--- config.mk ---
export PLATFORM = sky130hd
export DESIGN_NAME = rx_silo
export DESIGN_NICKNAME = d
export VERILOG_FILES = /design/src/rtl/rx_silo_pkg.sv /design/src/rtl/rx_silo_store.sv /design/src/rtl/rx_silo_alarm.sv /design/src/rtl/rx_silo_ctrl.sv /design/src/rtl/rx_silo.sv
export SDC_FILE = /design/constraint.sdc
export NUM_CORES = 1
export LEC_CHECK = 0
export BUFFER_PORTS_ARGS = -buffer_cell sky130_fd_sc_hd__buf_2
export CAP_MARGIN = 20
export CORE_MARGIN = 4
export CORE_UTILIZATION = 60
export DETAILED_ROUTE_END_ITERATION = 7
export GPL_TIMING_DRIVEN = 0
export PLACE_DENSITY = 0.81
export SLEW_MARGIN = 20
export SYNTH_ARGS = -nofsm -noshare
export SYNTH_HDL_FRONTEND = slang
export SYNTH_SLANG_ARGS = --single-unit
--- constraint.sdc ---
create_clock -name clk -period 4.85 [get_ports clk]
set_clock_uncertainty 0.15 [all_clocks]
set_input_delay 0 -clock clk [delete_from_list [all_inputs] [get_ports clk]]
set_output_delay 0 -clock clk [all_outputs]
set_load 0.05 [all_outputs]
--- src/rtl/rx_silo_pkg.sv ---
package rx_silo_pkg;
    localparam int DATA_W = 8;
    localparam int LINE_W = 2;

    typedef struct packed {
        logic              ovr;
        logic              ferr;
        logic              perr;
        logic [LINE_W-1:0] line;
        logic [DATA_W-1:0] data;
    } silo_ent_t;

    typedef enum logic [1:0] {
        ST_IDLE,
        ST_PRESENT,
        ST_HOLDOFF
    } silo_st_t;
endpackage

--- src/rtl/rx_silo_store.sv ---
module rx_silo_store
    import rx_silo_pkg::*;
#(
    parameter int DEPTH = 64
) (
    input  logic      clk,
    input  logic      rst_n,
    input  logic      clr,
    input  logic      push,
    input  silo_ent_t din,
    input  logic      pop,
    output silo_ent_t dout,
    output logic      occ_nz,
    output logic      stored
);
    localparam int AW = $clog2(DEPTH);
    localparam int CW = $clog2(DEPTH + 1);

    silo_ent_t         mem [DEPTH];
    logic [AW-1:0]     wptr, rptr;
    logic [CW-1:0]     occ;
    logic              ovr_pend;
    logic              full;

    assign full   = (occ == CW'(DEPTH));
    assign stored = push & ~full & ~clr;
    assign occ_nz = (occ != '0);
    assign dout   = mem[rptr];

    always_ff @(posedge clk) begin
        if (stored) begin
            mem[wptr]     <= din;
            mem[wptr].ovr <= ovr_pend;
        end
    end

    always_ff @(posedge clk or negedge rst_n) begin
        if (!rst_n) begin
            wptr     <= '0;
            rptr     <= '0;
            occ      <= '0;
            ovr_pend <= 1'b0;
        end else if (clr) begin
            wptr     <= '0;
            rptr     <= '0;
            occ      <= '0;
            ovr_pend <= 1'b0;
        end else begin
            if (stored)
                wptr <= (wptr == AW'(DEPTH - 1)) ? '0 : wptr + AW'(1);
            if (pop)
                rptr <= (rptr == AW'(DEPTH - 1)) ? '0 : rptr + AW'(1);
            occ <= occ + CW'(stored) - CW'(pop);
            if (push && full)
                ovr_pend <= 1'b1;
            else if (stored)
                ovr_pend <= 1'b0;
        end
    end
endmodule

--- src/rtl/rx_silo_alarm.sv ---
module rx_silo_alarm #(
    parameter int ALARM_AT = 16
) (
    input  logic clk,
    input  logic rst_n,
    input  logic clr,
    input  logic rd,
    input  logic stored,
    output logic alarm
);
    localparam int CW = $clog2(ALARM_AT + 1);

    logic [CW-1:0] cnt;

    assign alarm = (cnt == CW'(ALARM_AT));

    always_ff @(posedge clk or negedge rst_n) begin
        if (!rst_n)
            cnt <= '0;
        else if (clr)
            cnt <= '0;
        else if (rd)
            cnt <= CW'(stored);
        else if (stored && !alarm)
            cnt <= cnt + CW'(1);
    end
endmodule

--- src/rtl/rx_silo_ctrl.sv ---
module rx_silo_ctrl
    import rx_silo_pkg::*;
#(
    parameter int SETTLE_CYC = 125
) (
    input  logic clk,
    input  logic rst_n,
    input  logic clr,
    input  logic have_data,
    input  logic rd,
    output logic show,
    output logic pop
);
    localparam int TW = $clog2(SETTLE_CYC + 1);

    silo_st_t      st, st_nxt;
    logic [TW-1:0] tmr;
    logic          gap_done;

    assign gap_done = (tmr == TW'(SETTLE_CYC - 1));

    // state register and settle timer
    always_ff @(posedge clk or negedge rst_n) begin
        if (!rst_n) begin
            st  <= ST_IDLE;
            tmr <= '0;
        end else begin
            st <= st_nxt;
            if (st != ST_HOLDOFF)
                tmr <= '0;
            else
                tmr <= tmr + TW'(1);
        end
    end

    // next-state logic
    always_comb begin
        st_nxt = st;
        if (clr) begin
            st_nxt = ST_IDLE;
        end else begin
            unique case (st)
                ST_IDLE:    if (have_data) st_nxt = ST_PRESENT;
                ST_PRESENT: if (rd)        st_nxt = ST_HOLDOFF;
                ST_HOLDOFF: if (gap_done)  st_nxt = have_data ? ST_PRESENT : ST_IDLE;
                default:                   st_nxt = ST_IDLE;
            endcase
        end
    end

    // outputs
    always_comb begin
        show = (st == ST_PRESENT);
        pop  = show & rd & ~clr;
    end
endmodule

--- src/rtl/rx_silo.sv ---
module rx_silo
    import rx_silo_pkg::*;
#(
    parameter int DEPTH      = 64,
    parameter int ALARM_AT   = 16,
    parameter int SETTLE_CYC = 125
) (
    input  logic        clk,
    input  logic        rst_n,
    input  logic        clr,
    input  logic        rx_stb,
    input  logic [7:0]  rx_data,
    input  logic [1:0]  rx_line,
    input  logic        rx_perr,
    input  logic        rx_ferr,
    input  logic        rd_stb,
    input  logic        rie,
    input  logic        alarm_en,
    output logic [15:0] rd_word,
    output logic        done,
    output logic        alarm,
    output logic        irq
);
    silo_ent_t in_ent, head;
    logic      occ_nz, stored, show, pop;

    assign in_ent = '{ovr: 1'b0, ferr: rx_ferr, perr: rx_perr, line: rx_line, data: rx_data};

    rx_silo_store #(.DEPTH(DEPTH)) u_store (
        .clk(clk), .rst_n(rst_n), .clr(clr), .push(rx_stb), .din(in_ent),
        .pop(pop), .dout(head), .occ_nz(occ_nz), .stored(stored)
    );

    rx_silo_alarm #(.ALARM_AT(ALARM_AT)) u_alarm (
        .clk(clk), .rst_n(rst_n), .clr(clr), .rd(rd_stb), .stored(stored), .alarm(alarm)
    );

    rx_silo_ctrl #(.SETTLE_CYC(SETTLE_CYC)) u_ctrl (
        .clk(clk), .rst_n(rst_n), .clr(clr), .have_data(occ_nz), .rd(rd_stb),
        .show(show), .pop(pop)
    );

    assign rd_word = show ? {1'b1, head.ovr, head.ferr, head.perr, 2'b00, head.line, head.data}
                          : 16'h0000;
    assign done    = occ_nz;
    assign irq     = rie & (alarm_en ? alarm : occ_nz);
endmodule

-- Word-level counts from Yosys, hierarchy flattened
Memory sizes are Yosys's and may differ from the RTL's.
Index checks and enable logic that the tools add are counted.
- register bits after elaboration: 34
- latch bits: 0
- bits in writable memories: 832
- ROM bits: 0
- bits of input ports: 19
- output and inout port bits: 19
- word-level logic and storage cells: 68
- memories: 1
- add/sub/neg operators: 6
- multipliers: 0
- div/mod/pow operators: 0
- $lt $le $gt $ge: 0
- equality and inequality tests: 11
- shifts and indexed selects: 0
- muxes and demuxes: 25
- bitwise operators: 8
- reductions and logical operators: 10
- memories (name ; words ; bits a word ; read ports ; clocked after Yosys merged registers in ; wr ports ; line ; RTL):
    u_store.mem ; 64 ; 13 ; 1 ; 0 ; 1 ; rx_silo_store.sv:19 ; silo_ent_t mem [DEPTH];
- operator list (cell ; number):
    $mux W6 ; 6
    $mux W16 ; 1
    $mux W5 ; 3
    $eq A7 B7 Y1 const B ; 2
    $mux W7 ; 2
    $add A6 B1 Y6 const B ; 2
    $eq A6 B6 Y1 const B ; 2
    $mux W1 ; 8
    $mux W2 ; 4
    $add A7 B1 Y7 ; 1
    $add A7 B1 Y7 const B ; 1
    $reduce_bool A7 Y1 ; 1
    $sub A7 B1 Y7 ; 1
    $ne A3 B3 Y1 const B ; 2
    $pmux W2 S3 ; 1
    $reduce_bool A3 Y1 ; 2
    $add A5 B1 Y5 const B ; 1
    $and A1 B1 Y1 ; 5
    $eq A5 B5 Y1 const B ; 1
    $reduce_bool A2 Y1 ; 2
    $ne A3 B2 Y1 const B ; 1
    $reduce_and A3 Y1 ; 1
    $eq A2 B1 Y1 const B ; 1
    $eq A2 B2 Y1 const B ; 1
    other kinds (6) ; 8

-- Logic depth before layout (Yosys ltp)
Gate-level depths: netlist (run 1).
- word-level depth: 8
- gate-level depth with buffers: 17
- depth with buffers taken out: 17

-- Cells and area by module
From an unflattened synthesis (run 1), not the netlist that was laid out.
- cells, all modules: 1631
- area, all modules: 33845.0 µm²
- by module, submodules not included (module ; instances ; cells an instance ; area each (µm²) ; sequential area each (µm²)):
    rx_silo_store ; 1 ; 1534 ; 32954.1 ; 25484.4
    rx_silo_ctrl ; 1 ; 47 ; 449.2 ; 225.2
    rx_silo_alarm ; 1 ; 30 ; 294.0 ; 125.1
    rx_silo ; 1 ; 20 ; 147.6 ; 0.0

-- Worst setup path before layout (run 1)
Ideal clock, no wire load.
- kind: reg-to-reg
- start point: register u_store.occ[2]
- end point: memory u_store.mem[16][0] (netlist name) (enable)
- library setup time: 417 ps
- data arrival time: 2832 ps
- data required time: 4283 ps
- setup slack: 1451 ps
- cell stages (with the launch flop): 9
- path buffers: 1
- clock period less this slack: 3399 ps
- cell sequence: dfrtp_1 inv_1 ha_1 and2_1 a31oi_1 nor2b_1 buf_2 nand3_1 nor4_1
- longest elaborated chain between the ends: 6
- RTL lines (what ; line ; RTL):
    from (decl) ; rx_silo_store.sv:21 ; logic [CW-1:0] occ;
    from (signal assigned) ; rx_silo_store.sv:53 ; occ <= occ + CW'(stored) - CW'(pop);
    $eq A7 B7 Y1 ; rx_silo_store.sv:25 ; assign full = (occ == CW'(DEPTH));
    $not A1 Y1 ; rx_silo_store.sv:26 ; assign stored = push & ~full & ~clr;
    $and A1 B1 Y1 (2 in series) ; rx_silo_store.sv:26 ;
    $mux W1 ; rx_silo_store.sv:31 ; if (stored) begin
    $mux W1 (not written as such) ; rx_silo_store.sv:32 ; mem[wptr] <= din;
    to (decl) ; rx_silo_store.sv:19 ;
No other way between the ends.

-- Worst setup path in the final report (run 1)
- start point: register u_store.rptr[2]
- end point: output port rd_word[8]
- longest elaborated chain between the ends: 2
- RTL lines (what ; line ; RTL):
    from (decl) ; rx_silo_store.sv:20 ; logic [AW-1:0] wptr, rptr;
    from (signal assigned) ; rx_silo_store.sv:52 ; rptr <= (rptr == AW'(DEPTH - 1)) ? '0 : rptr + AW'(1);
    $mem_v2 Z64 W13 ; - ;
    $mux W16 ; rx_silo.sv:43 ; assign rd_word = show ? {1'b1, head.ovr, head.ferr, head.perr, 2'b00, head.line, head.data}
    to (decl) ; rx_silo.sv:19 ; output logic [15:0] rd_word,
No other way between the ends.

==> flow_metrics.py, run 1 <==
metrics = {
    "status": {
        "status": "finished clean",
    },
    "timing": {
        "tightest_slew_ps": 1080,
        "setup_viol": 0,
        "slew_headroom_pct": 28.1,
        "hold_viol": 0,
        "finalWorstSetupSlack_ps": 134,
        "fmax_ghz": 0.212,
        "holdWs_ps": 235,
        "slew_viol_final": 0,
        "rsz0062_at_grt": "no",
        "min_period_over_period_pct": 97.2,
        "finalCriticalPeriod_ps": 4720,
    },
    "synth": {
        "synth_area_leaders": "edfxtp_1, mux2i_1, mux4_2",
        "synth_edf_count": 832,
        "synthXorXnorAreaFrac_pct": 0.406,
        "synthArstFlopShare_pct": 3.93,
        "seq_area_frac_synth_pct": 74.9,
        "synth_top_area_cell": "edfxtp_1",
        "ys_top_cells_by_count": "edfxtp_1, mux2i_1, a22oi_1, nor2_1, mux4_2",
        "yosysMostFrequentCell": "edfxtp_1",
        "syn-instance-count": 1872,
        "syn_area_um2": 34500,
        "synth_simple_gate_area_share_pct": 4.23,
        "synth_top_area_share_pct": 72.4,
        "synth-main-ff-cell": "edfxtp_1",
        "synthAdderAreaFrac_pct": 0.602,
        "synth_top_family_by_area": "multiplexers",
        "avgSynthCellArea_um2": 18.4,
        "synth-compound-area-share_pct": 4.44,
        "synth_seq_cells": 866,
        "post_synth_num_cell_types": 58,
        "synthMuxAreaShare_pct": 13.1,
        "yosys_warnings": 0,
    },
    "job": {
        "maxCapViolCount": 0,
    },
    "cts": {
        "path_clk_slew_ps": 60,
        "cts_num_sinks": 866,
        "cts_root_buffer": "clkbuf_16",
        "cts_max_path_buffers": 3,
        "post_cts_buffers": 0,
        "cts_tree": "built",
        "cts_made_buffers": 85,
        "htreeDepth": 3,
        "insertion_delay_ps": 630,
    },
    "route": {
        "dr.pass1.iters": 6,
        "first_iter_violations": 2710,
        "final_antenna_net_count": 0,
        "route.detailed.drc": 0,
        "viasPerCell": 6.71,
        "vias": 19100,
        "wirelength_um": 88700,
        "wl_per_cell_um": 31.1,
    },
    "critical_path": {
        "path_delay_family": "buffers and inverters",
        "crit_path_end_kind": "output port",
        "r2r_cells": 17,
        "critPathMaxFanout": 10,
        "slowest_stage": "clkbuf_1",
        "critical_path_required_ps": 4700,
        "path_cells": "buf_2, buf_2, and2_0, clkbuf_1, nand3_1, and4_1, o22ai_1, buf_2",
        "cp_num_cells": 8,
        "critPathLaunchType": "register",
        "path_common_cell": "buf_2",
        "slowest_delay_ps": 750,
        "crit_type": "reg2out",
        "cp_num_buf_inv": 4,
        "worstPathArrival_ps": 4570,
    },
    "place": {
        "dp_cells": 2684,
        "pre_cts_ws_ps": 1040,
        "dp_hpwl_um": 56200,
        "gp_congestion": 0.989,
        "portBuffers": 34,
    },
    "global_route": {
        "grt_overflow_total": 0,
        "grt_start_max_net_pins": 65,
        "grt_usage_pct": 29.2,
        "grt_pass1_vias": 19100,
        "grt_first_pass_wirelength_um": 128000,
        "grt_antenna_before_repair": 1,
    },
    "power_and_ir_drop": {
        "p_total_mw": 16.8,
        "ir_worst_vdd_v": 0.000488,
        "cellLeakagePower_nw": 12.1,
        "p_per_area_nw_per_um2": 432,
    },
    "die": {
        "start_util_pct": 60.9,
        "num_io_pins": 38,
        "core_um2": 56600,
        "die_h_um": 248,
        "rows": 87,
        "die_area_um2": 61400,
        "die_w_um": 248,
    },
    "finish": {
        "drive_gt1_share_pct": 18.6,
        "syn2layout_area_growth_pct": 12.7,
        "diodes": 0,
        "stdcell_count": 2853,
        "final_nets": 2070,
    },
    "worst_hold_path": {
        "hold_depth": 3,
        "hp-class": "in2out",
    },
}
[where the power goes]
| part | switching (mW) | total [mW] | internal [mW] |
|---|---|---|---|
| Sequential | 0.0411 | 8.29 | 8.25 |
| Combinational | 1.41 | 2.28 | 0.866 |
| Clock | 2.70 | 6.20 | 3.50 |
| Total | 4.16 | 16.8 | 12.6 |
[worst register-to-register path, stage by stage (launching register included)]
cell and delay [ps]:
dfrtp_1 350, inv_1 70, ha_1 200, and2_1 170, a31oi_1 470, nor2b_1 230
inv_1 160, ha_1 310, inv_1 60, ha_1 160, inv_1 60, fa_1 420
nand2b_1 160, a21oi_1 180, o21ai_0 130, a21oi_1 180, or3_1 130, a21oi_1 60
[logic make-up after synthesis]
| kind of cell | count (synthesis) |
|---|---|
| buffers and inverters | 131 |
| DFF | 866 |
| xor gates and xnor gates | 16 |
| and+or+nand+nor | 294 |
| AOI/OAI and AO/OA | 220 |
| adders and majority gates | 16 |
| other | 1 |
| muxes | 328 |
[cells in the final DEF (no fill, tap or decap), types with 28 or more instances in the layout]
cell         n
edfxtp_1   832
nor2_1      35
dfrtp_1     34
clkbuf_1    69
clkbuf_16   87
nor2_2      61
mux4_2      90
buf_4       28
nand2_1     49
nand3_1     56
mux2i_1    225
a21oi_1     38
a22oi_1     99
buf_2       43
[sequential cells by signal, summed over array words and instances, names as in the netlist]
register,cells
u_store.wptr,6
u_store.occ,7
u_store.rptr,6
u_ctrl.st,2
u_store.ovr_pend,1
u_alarm.cnt,5
u_ctrl.tmr,7
u_store.mem,832
[timing repair]
item                                   in CTS  in global routing
hold buffers                               11                  8
endpoints found under the hold margin     284                512
resized for setup                           0                  0
[final timing paths]
check	startpoint	end	slack, ps
max reg2reg	u_store.occ[2]	u_store.occ[6]	1060
min	rie	irq	240
min in group asynchronous	rst_n	u_store.wptr[0]	310
max	u_store.rptr[2]	rd_word[8]	130
max in group asynchronous	rst_n	u_ctrl.tmr[2]	4030
min reg2reg	u_ctrl.tmr[0]	u_ctrl.tmr[0]	360
[routing by layer]
metal,global-route usage [%],vias up,wire (µm)
li1,-,7840,-
met1,39.2,9713,32100
met2,45.8,1303,41800
met3,7.66,289,9810
met4,13.1,2,4900
met5,0,-,13
[stage by stage]
step | util, % | TNS, ps | area [µm²]
4_1_cts | 68.4 | 0 | 38700
3_3_place_gp | 62.9 | -1580 | 35600
5_1_grt | 68.7 | 0 | 38900
2_1_floorplan | - | 0 | 34500
3_5_place_dp | 63.7 | 0 | 36000
6_report | 68.7 | 0 | 38900
[area by class of cell]
| type | count | area (µm²) |
|---|---|---|
| well taps | 756 | 946 |
| inverters | 19 | 71.3 |
| flip-flops and latches | 866 | 25800 |
| repair buffers | 75 | 709 |
| clock buffers | 108 | 2270 |
| multi-input cells | 876 | 8030 |
| clock inverters | 41 | 300 |
| plain buffers | 112 | 711 |
| fillers | 3508 | 17700 |
No activity file was read; power rests on OpenSTA's default activity.
==> run 2: changes to the inputs <==
--- a/config.mk
+++ b/config.mk
@@ -5,11 +5,11 @@
 export SDC_FILE = /design/constraint.sdc
 export NUM_CORES = 1
 export LEC_CHECK = 0
-export BUFFER_PORTS_ARGS = -buffer_cell sky130_fd_sc_hd__buf_2
 export CAP_MARGIN = 20
 export CORE_MARGIN = 4
 export CORE_UTILIZATION = 60
 export DETAILED_ROUTE_END_ITERATION = 7
+export DONT_BUFFER_PORTS = 1
 export GPL_TIMING_DRIVEN = 0
 export PLACE_DENSITY = 0.81
 export SLEW_MARGIN = 20
==> run 2 against run 1 <==
  * Maximum frequency is 2.9% higher
  * Flip-flop and latch count stayed put
  * Die area unchanged
  * Hold slack lost 120 ps
  * Combinational power barely moved
  * First-iteration DRC count is 7.5% higher
  * Utilization increased by 0.42 points
  * Via count decreased by 0.29%
  * Final area is 0.61% higher
  * Sequential power barely moved
  * Critical path type unchanged
  * Critical endpoint is now rd_word[14]
==> flow_metrics.py, run 2 (synthesis gave the netlist of run 1 again) <==
metrics = {
    "critical_path": {
        "path_delay_family": "simple AND/OR/NAND/NOR gates",
        "cp_num_buf_inv": 3,
        "startpoint": "u_store.rptr[2]",
        "critPathMaxFanout": 10,
        "slowest_delay_ps": 880,
        "crit_path_end_kind": "output port",
        "worstPathArrival_ps": 4430,
        "slowest_stage": "nor2_1",
        "path_cells": "buf_2, buf_2, nor2_1, clkbuf_1, nand3_1, and4_1, o32ai_2",
        "path_common_cell": "buf_2",
        "r2r_start": "u_store.occ[2]",
        "r2r_cells": 10,
        "crit_type": "reg2out",
        "critical_path_required_ps": 4700,
        "critPathLaunchType": "register",
        "cp_num_cells": 7,
    },
    "global_route": {
        "grt_usage_pct": 30.3,
        "grt_pass1_vias": 19500,
        "grt_overflow_total": 0,
        "grt_start_max_net_pins": 65,
        "grt_first_pass_wirelength_um": 132000,
        "grt_antenna_before_repair": 1,
    },
    "cts": {
        "insertion_delay_ps": 630,
        "cts_root_buffer": "clkbuf_16",
        "cts_tree": "built",
        "htreeDepth": 3,
        "cts_num_sinks": 866,
        "cts_max_path_buffers": 3,
        "post_cts_buffers": 0,
        "path_clk_slew_ps": 60,
        "cts_made_buffers": 83,
    },
    "place": {
        "dp_hpwl_um": 56400,
        "portBuffers": 0,
        "gp_congestion": 0.976,
    },
    "die": {
        "rows": 87,
        "start_util_pct": 60.9,
        "core_um2": 56600,
        "die_w_um": 248,
        "die_h_um": 248,
        "num_io_pins": 38,
        "die_area_um2": 61400,
    },
    "power_and_ir_drop": {
        "p_per_area_nw_per_um2": 434,
        "p_int_mw": 12.8,
        "pwr-share-seq_pct": 48.9,
        "p_switching_mw": 4.18,
        "power_frac_clock_pct": 37.5,
        "ir_worst_vdd_v": 0.000411,
        "p_total_mw": 17.0,
        "switching_share_pct": 24.6,
        "cellLeakagePower_nw": 12.1,
        "p_comb_share_pct": 13.6,
    },
    "route": {
        "vias": 19100,
        "route.detailed.drc": 0,
        "first_iter_violations": 2913,
        "dr.pass1.iters": 6,
        "wl_per_cell_um": 32.1,
        "viasPerCell": 6.75,
        "wirelength_um": 90800,
        "final_antenna_net_count": 0,
    },
    "finish": {
        "final_nets": 2046,
        "syn2layout_area_growth_pct": 13.4,
        "utilization_pct": 69.1,
        "drive_gt1_share_pct": 18.4,
        "final_common_cell": "edfxtp_1",
        "diodes": 0,
        "layout_common_cells": "edfxtp_1, mux2i_1, a22oi_1, mux4_2, clkbuf_16",
        "reg_top3": "u_store.mem (832), u_ctrl.tmr (7), u_store.occ (7)",
        "largest_register": "u_store.mem",
        "largest_reg_flops": 832,
    },
    "worst_hold_path": {
        "hold_depth": 1,
        "hold_start": "rie",
        "hp-class": "in2out",
    },
    "timing": {
        "min_period_over_period_pct": 94.5,
        "setup_viol": 0,
        "hold_viol": 0,
        "tightest_slew_ps": 1180,
        "fmax_ghz": 0.218,
        "slew_viol_final": 0,
        "finalCriticalPeriod_ps": 4580,
        "rsz0062_at_grt": "no",
        "slew_headroom_pct": 20.9,
    },
    "status": {
        "status": "finished clean",
    },
    "job": {
        "maxCapViolCount": 0,
    },
}
-- run 2: path summary, 6_finish.rpt --
check	end	slack (ps)
hold reg to reg	u_ctrl.tmr[0]	360
setup reg to reg	u_store.mem[16][10]	1060
hold / removal	irq	110
setup / recovery	rd_word[14]	270
max in group asynchronous	u_ctrl.st[1]	4010
min in group asynchronous	u_store.rptr[2]	330
-- run 2: final cells by class --
type / instances / area [µm²]
Inverter: 19 / 71.3
Buffer: 112 / 711
Clock inverter: 43 / 413
Fill cell: 3549 / 17500
Multi-Input combinational cell: 876 / 8090
Clock buffer: 105 / 2220
Sequential cell: 866 / 25800
Tap cell: 756 / 946
Timing Repair Buffer: 53 / 822
-- run 2: power by group through the flow --
stage	combinational, mW	clock (mW)	sequential, mW
3_3_place_gp	2.00	0	8.44
3_5_place_dp	2.07	0	8.45
6_report	2.31	6.37	8.29
4_1_cts	2.26	6.37	8.29
2_1_floorplan	1.52	0	8.44
5_1_grt	2.40	6.74	8.29
-- run 2: worst reg2reg max path: stages (launching register included) --
cell	delay, ps
dfrtp_1	350
inv_1	60
ha_1	200
and2_1	170
a31oi_1	450
nor2b_1	220
buf_2	250
nand3_1	350
nor4_2	750
buf_2	350
buf_4	190
-- run 2: metrics by stage --
| step | cell area [µm²] | setup slack (ps) | TNS, ps | hold slack [ps] | cells |
|---|---|---|---|---|---|
| after floorplan | 34500 | 1450 | 0 | -446 | 1873 |
| after global placement | 35400 | -220 | -2840 | -444 | 2629 |
| after detailed placement | 35900 | 1130 | 0 | -444 | 2649 |
| final | 39100 | 268 | 0 | 113 | 2830 |
| after CTS | 39100 | 513 | 0 | 113 | 2830 |
| after global routing | 39100 | 335 | 0 | 120 | 2830 |
-- run 2: layer usage --
layer	vias up	routed length, µm	track usage, %
li1	7797	-	-
met1	9680	32300	39.6
met2	1315	42600	47.5
met3	299	10800	9.31
met4	0	5090	13.8
met5	-	0	0
-- run 2: what timing repair did --
item	CTS	global route
hold buffers	33	0
gates resized for setup	0	0
endpoints found under the hold margin	823	0
